**config.mk**
```make
export PLATFORM = sky130hd
export DESIGN_NAME = pc_next_unit
export DESIGN_NICKNAME = d
export VERILOG_FILES = /design/src/rtl/pcn_pkg.sv /design/src/rtl/pcn_rel_target.sv /design/src/rtl/pcn_vec_addr.sv /design/src/rtl/pc_next_unit.sv
export SDC_FILE = /design/constraint.sdc
export NUM_CORES = 1
export LEC_CHECK = 0
export ABC_AREA = 1
export ABC_CLOCK_PERIOD_IN_PS = 2500
export BUFFER_PORTS_ARGS = -buffer_cell sky130_fd_sc_hd__buf_2
export CAP_MARGIN = 15
export CORE_UTILIZATION = 52
export DETAILED_ROUTE_END_ITERATION = 10
export PLACE_DENSITY = 0.77
export SLEW_MARGIN = 20
export SYNTH_ARGS = -nofsm -noshare
export SYNTH_HDL_FRONTEND = slang
export SYNTH_SLANG_ARGS = --single-unit
export TNS_END_PERCENT = 50
```
**constraint.sdc**
```tcl
create_clock -name clk -period 2.5 [get_ports clk]
set_input_delay 0.5 -clock clk [delete_from_list [all_inputs] [get_ports clk]]
set_output_delay 0.5 -clock clk [all_outputs]
set_load 0.005 [all_outputs]
```
**src/rtl/pcn_pkg.sv**
```systemverilog
package pcn_pkg;
    localparam int DW = 8;
    localparam int AW = 2 * DW;

    typedef enum logic [1:0] {
        CLS_INH  = 2'b00,
        CLS_OPND = 2'b01,
        CLS_REL  = 2'b10,
        CLS_VEC  = 2'b11
    } instr_cls_e;

    typedef enum logic [1:0] {
        ST_IDLE = 2'b00,
        ST_RD_LO = 2'b01,
        ST_LOAD = 2'b10
    } fetch_st_e;

    typedef struct packed {
        fetch_st_e       fsm;
        logic [AW-1:0]   pc;
        logic [AW-1:0]   vaddr;
        logic [DW-1:0]   hi;
        logic [AW-1:0]   ret;
    } pcn_state_t;
endpackage

```
**src/rtl/pcn_rel_target.sv**
```systemverilog
module pcn_rel_target
    import pcn_pkg::*;
(
    input  logic [AW-1:0] pc_i,
    input  logic [DW-1:0] ofs_i,
    output logic [AW-1:0] inc1_o,
    output logic [AW-1:0] inc2_o,
    output logic [AW-1:0] tgt_o
);
    logic [AW-1:0] ofs_ext;

    always_comb begin
        ofs_ext = {{(AW-DW){ofs_i[DW-1]}}, ofs_i};
        inc1_o  = pc_i + AW'(1);
        inc2_o  = pc_i + AW'(2);
        tgt_o   = inc2_o + ofs_ext;
    end
endmodule

```
**src/rtl/pcn_vec_addr.sv**
```systemverilog
module pcn_vec_addr
    import pcn_pkg::*;
#(
    parameter int            IDX_W    = 3,
    parameter logic [AW-1:0] TBL_BASE = 16'hFFC0
) (
    input  logic [IDX_W-1:0] idx_i,
    output logic [AW-1:0]    addr_o
);
    localparam int SHW = IDX_W + 1;

    always_comb begin
        addr_o = TBL_BASE + AW'({idx_i, 1'b0});
    end
endmodule

```
**src/rtl/pc_next_unit.sv**
```systemverilog
module pc_next_unit
    import pcn_pkg::*;
#(
    parameter int            IDX_W    = 3,
    parameter logic [15:0]   TBL_BASE = 16'hFFC0,
    parameter logic [15:0]   RESET_PC = 16'h8000
) (
    input  logic        clk,
    input  logic        rst,
    input  logic        step_i,
    input  logic [1:0]  cls_i,
    input  logic [7:0]  opnd_i,
    input  logic        cond_i,
    output logic        mem_rd_o,
    output logic [15:0] mem_addr_o,
    input  logic [7:0]  mem_data_i,
    output logic [15:0] pc_o,
    output logic        busy_o,
    output logic [15:0] ret_addr_o,
    output logic        ret_push_o
);
    pcn_state_t    st_d, st_q;
    logic [AW-1:0] pc_inc1, pc_inc2, rel_tgt, vec_addr;
    instr_cls_e    cls;

    assign cls = instr_cls_e'(cls_i);

    pcn_rel_target u_rel (
        .pc_i   (st_q.pc),
        .ofs_i  (opnd_i),
        .inc1_o (pc_inc1),
        .inc2_o (pc_inc2),
        .tgt_o  (rel_tgt)
    );

    pcn_vec_addr #(
        .IDX_W    (IDX_W),
        .TBL_BASE (TBL_BASE)
    ) u_vaddr (
        .idx_i  (opnd_i[IDX_W-1:0]),
        .addr_o (vec_addr)
    );

    always_comb begin
        st_d       = st_q;
        mem_rd_o   = 1'b0;
        mem_addr_o = st_q.vaddr;
        ret_push_o = 1'b0;
        unique case (st_q.fsm)
            ST_IDLE: begin
                if (step_i) begin
                    unique case (cls)
                        CLS_INH:  st_d.pc = pc_inc1;
                        CLS_OPND: st_d.pc = pc_inc2;
                        CLS_REL:  st_d.pc = cond_i ? rel_tgt : pc_inc2;
                        CLS_VEC: begin
                            mem_rd_o   = 1'b1;
                            mem_addr_o = vec_addr;
                            st_d.vaddr = vec_addr;
                            st_d.ret   = pc_inc1;
                            st_d.fsm   = ST_RD_LO;
                        end
                        default: st_d.pc = pc_inc1;
                    endcase
                end
            end
            ST_RD_LO: begin
                mem_rd_o   = 1'b1;
                mem_addr_o = st_q.vaddr + AW'(1);
                st_d.hi    = mem_data_i;
                st_d.fsm   = ST_LOAD;
            end
            ST_LOAD: begin
                st_d.pc    = {st_q.hi, mem_data_i};
                ret_push_o = 1'b1;
                st_d.fsm   = ST_IDLE;
            end
            default: st_d.fsm = ST_IDLE;
        endcase
    end

    always_ff @(posedge clk) begin
        if (rst) begin
            st_q.fsm   <= ST_IDLE;
            st_q.pc    <= RESET_PC;
            st_q.vaddr <= TBL_BASE;
            st_q.hi    <= '0;
            st_q.ret   <= '0;
        end else begin
            st_q <= st_d;
        end
    end

    assign pc_o       = st_q.pc;
    assign busy_o     = (st_q.fsm != ST_IDLE);
    assign ret_addr_o = st_q.ret;
endmodule

```
Word-level counts from Yosys, hierarchy flattened
Cells that the tools add are included.
{"block": "totals", "out_inout_bits": 51, "wordCells": 39, "in_bits": 22, "reg_bits": 58}
{"block": "op_classes", "add_sub_neg": 5, "reduce_logical": 8, "n_eq_ne": 8, "mux": 13}
{"cell": "one-hot mux 16 bit (2 select lines)", "count": 2}
{"cell": "2-to-1 mux 16 bit", "count": 3}
{"cell": "one-hot mux 16 bit (3 select lines)", "count": 1}
{"cell": "2-to-1 mux 34 bit", "count": 1}
{"cell": "adder 16 x 1 -> 16 bit (second input constant)", "count": 2}
{"cell": "adder 16 bit", "count": 1}
{"cell": "adder 16 x 2 -> 16 bit (second input constant)", "count": 1}
{"cell": "adder 7 x 5 -> 8 bit (first input constant)", "count": 1}
{"cell": "== test 2 bit (second input constant)", "count": 3}
{"cell": "AND reduction 3 bit", "count": 2}
{"cell": "== test 2 x 1 -> 1 bit (second input constant)", "count": 2}
{"cell": "logical NOT 2 bit", "count": 2}
{"cell": "!= test 4 x 1 -> 1 bit (second input constant)", "count": 1}
{"cell": "one-hot mux 2 bit (2 select lines)", "count": 1}
{"cell": "AND reduction 2 bit", "count": 2}
{"cell": "nonzero test 2 bit", "count": 2}
{"cell": "2-to-1 mux 1 bit", "count": 3}
{"cell": "2-to-1 mux 2 bit", "count": 1}
{"cell": "!= test 2 x 1 -> 1 bit (second input constant)", "count": 1}
{"cell": "!= test 2 bit (second input constant)", "count": 1}
{"cell": "one-hot mux 1 bit (2 select lines)", "count": 1}

Depth between registers and ports, before layout
{"block": "depth", "ltp_word": 6, "mapped_depth": 23, "depth_no_buf": 23}

Hierarchy
Synthesis repeated with hierarchy kept, for this count alone.
{"block": "unflattened", "cells_unflattened": 898, "area_unflattened_um2": 5451.5}
{"module": "pc_next_unit", "seq_area_each_um2": 1161.1, "cells_per_inst": 634, "area_per_inst_um2": 3938.8, "instances": 1}
{"module": "pcn_rel_target", "seq_area_each_um2": 0.0, "cells_per_inst": 246, "area_per_inst_um2": 1385.1, "instances": 1}
{"module": "pcn_vec_addr", "seq_area_each_um2": 0.0, "cells_per_inst": 18, "area_per_inst_um2": 127.6, "instances": 1}

Worst setup path after synthesis
Ideal clock, no wire load.
{"block": "synth_timing", "path_type": "register to register", "from": "reg st_q (netlist bit pc_o[1])", "to": "reg st_q (netlist bit pc_o[8])", "path_slack_ns": 0.021, "required_time_ns": 2.381, "arrival_time_ns": 2.360, "stages_incl_launch_ff": 16, "period_less_slack_ns": 2.479, "path_cell_list": "dfxtp_1 ha_1 nand2_1 nor2_1 xor2_1 inv_1 ha_1 a21oi_1 nand2_1 inv_1 o21ai_0 or2_2 nand2_1 nand3_1 nand2_1 a21oi_1"}
{"block": "synth_between", "elab_chain_len": 6}
{"element": "start, declared", "line": "pc_next_unit.sv:22", "rtl": "pcn_state_t st_d, st_q;"}
{"element": "start signal, assigned", "line": "pc_next_unit.sv:90", "rtl": "st_q <= st_d;"}
{"element": "adder 16 x 2 -> 16 bit", "line": "pcn_rel_target.sv:15", "rtl": "inc2_o = pc_i + AW'(2);"}
{"element": "adder 16 bit", "line": "pcn_rel_target.sv:16", "rtl": "tgt_o = inc2_o + ofs_ext;"}
{"element": "2-to-1 mux 16 bit", "line": "pc_next_unit.sv:55", "rtl": "CLS_REL: st_d.pc = cond_i ? rel_tgt : pc_inc2;"}
{"element": "one-hot mux 16 bit (3 select lines) *", "line": "pc_next_unit.sv:52", "rtl": "unique case (cls)"}
{"element": "2-to-1 mux 34 bit *", "line": "pc_next_unit.sv:51", "rtl": "if (step_i) begin"}
{"element": "one-hot mux 16 bit (2 select lines) *", "line": "pc_next_unit.sv:49", "rtl": "unique case (st_q.fsm)"}
Mark *: on every way between the ends. The rest lies on a longest branch, timed or not. The select of a mux whose other input is x is not followed.
A chain may end at the register's enable or synchronous reset.

Worst setup path after layout
{"block": "layout_timing", "from": "reg st_q (netlist bit pc_o[2])", "to": "reg st_q (netlist bit pc_o[15])"}
Same word-level chain as after synthesis.

==> summary.md <==
| Metric | Value |
|---|---|
| Post-synth EDFFs | 0 |
| Worst r2r path cells | 21 |
| Critical Path Sink Type | flip-flop |
| Internal power | roughly 1800 µW |
| Worst hold slack | about 0.41 ns |
| Routed Antenna Nets | 0 |
| Distinct cell type count after synthesis | 47 |
| Starting Density | 0.543 |
| Main synth FF type | dfxtp_1 |
| Worst ir drop on vdd | between 0.2 and 0.3 mV |
| CP Class | reg2reg |
| Synthesized Nets | roughly 760 |
| Hold path start | mem_data_i[1] |
| Sequential area share after synthesis | 0.256 |
| 1st-iter DRT viols | 287 |
| Power Dens Cells | 468 mW/mm² |
| Final Hold Viols | 0 |
| Share of the synthesized area in the top cell type | 0.256 |
| Post-synthesis cell area | 0.00453 mm² |
| GP Congestion | 0.921 |
| First-pass GRT wire length | 22200 µm |
| Comb pwr share | 0.352 |
| Worst hold stages | 3 |
| Net Switching | ~1000 µW |
| CP required | 2.74 ns |
| DR vias/cell | 5.57 |
| Register-to-register setup slack | -0.08 ns |
| Synthesis-stage register bit count | 58 |
| Antenna Cells | 0 |
| Clock Power Share | 0.280 |
| Unrepaired setup endpoints after global routing | true |
| Hold Crit Class | in2reg |
| Die Y | approximately 95 µm |
| Clock tree buffer depth | 2 |
| GRT Overall Usage | 0.318 |
| Slew Limit Fails | 0 |
| Switching Share | 0.360 |
| CTS buffer count | 9 |
| DRT Wirelength | 14300 µm |
| DP HPWL | 10700 µm |
| TritonRoute pass-1 iters | 5 |
| Commonest cells in the netlist | 148 x nand2_1, 88 x inv_1, 73 x a21oi_1, 70 x nor2_1, 58 x dfxtp_1 |
| Num rows | 33 |
| Largest net degree at the start of global routing | 38 |
| Most common cell in the netlist | nand2_1 |
| Violated checks | negative setup slack |
| Clock skew | ~0.0094 ns |
| Io pins | between 70 and 80 |
| Port-buffer cells | 72 |
| Peak Freq | 0.388 GHz |
| P_leak | 0.00292 µW |
| Worst Slack Setup Final | -0.0777 ns |
| Max transition margin | 0.681 |
| Worst-Skew Late Latency | 0.35 ns |
| Multi-input gate area | 0.00314 mm² |
| Pwr Total | 2760 µW |
| CTS tree | yes |
| Synth area leaders | dfxtp_1 26%, nand2_1 12%, a21oi_1 8.1%, inv_1 7.3%, ha_1 6.4% |
| CTS H-tree lvls | 3 |
| Root Driver | clkbuf_8 |
| Asr flop ratio synth | 0 |
| Worst Hold Path EP | st_q[17]$_SDFFE_PP0P_ |
| Sequential Power Share | 0.368 |
| Die W | 95.4 µm |
| Fraction of layout cells with a size suffix above 1 | 0.338 |
| Fin nets | 864 |
| Post-route DRC | 0 |
| Crit path max fanout | 4 |
| Worst r2r src | pc_o[2]$_SDFFE_PP0P_ |
| Synth-to-Final Area Change | 30.3% |
| Slew @ Worst Pin | 0.478 ns |
| CP startpoint kind | flip-flop |
| Fillers | 712 |
| Status | finished with violations |
| TNS Setup | -0.177 ns |
| Number of global-route vias before repair | about 4700 |
| Ys Warns | 0 |
| Initial antenna violation count | 0 |
| Critical R2R Capture | pc_o[15]$_SDFFE_PP1P_ |
| Clk slew on worst S/H paths | 0.07 ns |
| GR Overflow Total | 0 |
| Fin crit share | 1.03 |
| Final min period | ~2.6 ns |
| Crit path DAT | roughly 2.8 ns |
| Sink Count | 58 |
| Max_cap viols | 0 |
| FF+latch area | 0.00118 mm² |
| Mapped Cells | 712 |
| Core area | 0.00834 mm² |
| Mean Syn Cell Area | 6.36 µm² |
| Per-cell routed wire length | 15.4 µm |
| Setup-failing EPs final | 4 |
| DIE AREA | about 0.009 mm² |
| Post-synth top area cell | dfxtp_1 |
| Vias | 5170 |
[area by class of cell]
class,count,share of cell area
Sequential cell,58,0.200
Inverter,94,0.0597
Clock buffer,11,0.0239
Multi-Input combinational cell,507,0.531
Timing Repair Buffer,148,0.158
Clock inverter,5,0.00508
Tap cell,105,0.0222
[sequential cells by signal, indices dropped and copies added (netlist names)]
signal	cells
ret_addr_o	16
st_q	26
pc_o	16
[worst max-delay path by stage]
stage                              start                    end
floorplan           pc_o[1]$_SDFFE_PP0P_   pc_o[8]$_SDFFE_PP0P_
global placement    pc_o[1]$_SDFFE_PP0P_  pc_o[11]$_SDFFE_PP0P_
detailed placement  pc_o[1]$_SDFFE_PP0P_  pc_o[11]$_SDFFE_PP0P_
CTS                 pc_o[1]$_SDFFE_PP0P_  pc_o[11]$_SDFFE_PP0P_
global route        pc_o[1]$_SDFFE_PP0P_  pc_o[11]$_SDFFE_PP0P_
finish              pc_o[2]$_SDFFE_PP0P_  pc_o[15]$_SDFFE_PP1P_
[worst max-delay path, cell delays in order (launching register included)]
cell     delay [ns]
dfxtp_4        0.38
nand2_4        0.06
nor2_4         0.17
nand2_4        0.11
inv_2          0.08
nand3_2        0.06
xor2_1         0.18
ha_1           0.37
nand2_1        0.10
nand2_1        0.08
nand2_1        0.09
nand2_2        0.06
a21oi_2        0.15
nand2_2        0.09
nand3_2        0.06
nand3_1        0.07
nand2_1        0.07
nand2_2        0.07
nand2_2        0.07
nand2_2        0.04
nand2_1        0.05
nand2_1        0.06
[cell families after synthesis]
kind of cell | synth area share
DFF | 0.256
adders and majority gates | 0.0679
buffers and inverters | 0.151
xor gates and xnor gates | 0.0381
and+or+nand+nor | 0.286
muxes | 0.00221
AOI/OAI and AO/OA | 0.198
[per-layer routing]
| metal | GRT usage | wire length [µm] | share of wire |
|---|---|---|---|
| met3 | 0.0646 | 930 | 0.065 |
| met1 | 0.377 | 5780 | 0.40 |
| met5 | 0 | 0 | 0 |
| met4 | 0.125 | 486 | 0.034 |
| met2 | 0.560 | 7120 | 0.50 |
[power groups by stage]
stage | clock network [µW] | logic, µW | registers [µW]
after floorplan | 0 | 514 | 1030
after detailed placement | 0 | 802 | 1030
final | 774 | 974 | 1020
after CTS | 783 | 833 | 1010
after global routing | 817 | 1060 | 1020
after global placement | 0 | 793 | 1030
[what timing repair did]
action / 4_1_cts / 5_1_grt
setup buffers: 2 / 12
endpoints found under the hold margin: 0 / 0
pin swaps: 5 / 40
gates resized for setup: 25 / 95
setup endpoints to repair: 10 / 18
hold buffers: 0 / 0
[cell usage in the layout, fill, tap and decap left out, types with 3 or more instances in the layout]
| cell | instances |
|---|---|
| xor2_2 | 9 |
| nor2_4 | 9 |
| ha_4 | 8 |
| nand4_1 | 6 |
| nor3_1 | 4 |
| o21bai_1 | 5 |
| clkbuf_8 | 10 |
| clkinv_2 | 3 |
| buf_2 | 72 |
| o211ai_1 | 10 |
| dfxtp_4 | 3 |
| nand3_2 | 6 |
| buf_4 | 76 |
| ha_1 | 14 |
| dfxtp_2 | 7 |
| or2_2 | 3 |
| nand2_1 | 125 |
| a21oi_1 | 61 |
| o21ai_0 | 53 |
| o21ai_1 | 3 |
| inv_1 | 77 |
| nand2_2 | 19 |
| nor2_2 | 8 |
| dfxtp_1 | 48 |
| nand2_4 | 5 |
| a21oi_2 | 10 |
| nand3_1 | 48 |
| xor2_1 | 7 |
| inv_2 | 15 |
| nor2_1 | 60 |
[per-stage QoR]
stage / instance area [µm²] / utilization / instances / worst slack [ns]
4_1_cts: 5450 / 0.654 / 916 / -0.0493
3_3_place_gp: 5160 / 0.618 / 898 / -0.244
5_1_grt: 5910 / 0.708 / 928 / -0.251
3_5_place_dp: 5160 / 0.618 / 898 / -0.342
2_1_floorplan: 4530 / - / 712 / 0.0207
6_report: 5910 / 0.708 / 928 / -0.0777
Power figures use the tool's default switching activity.
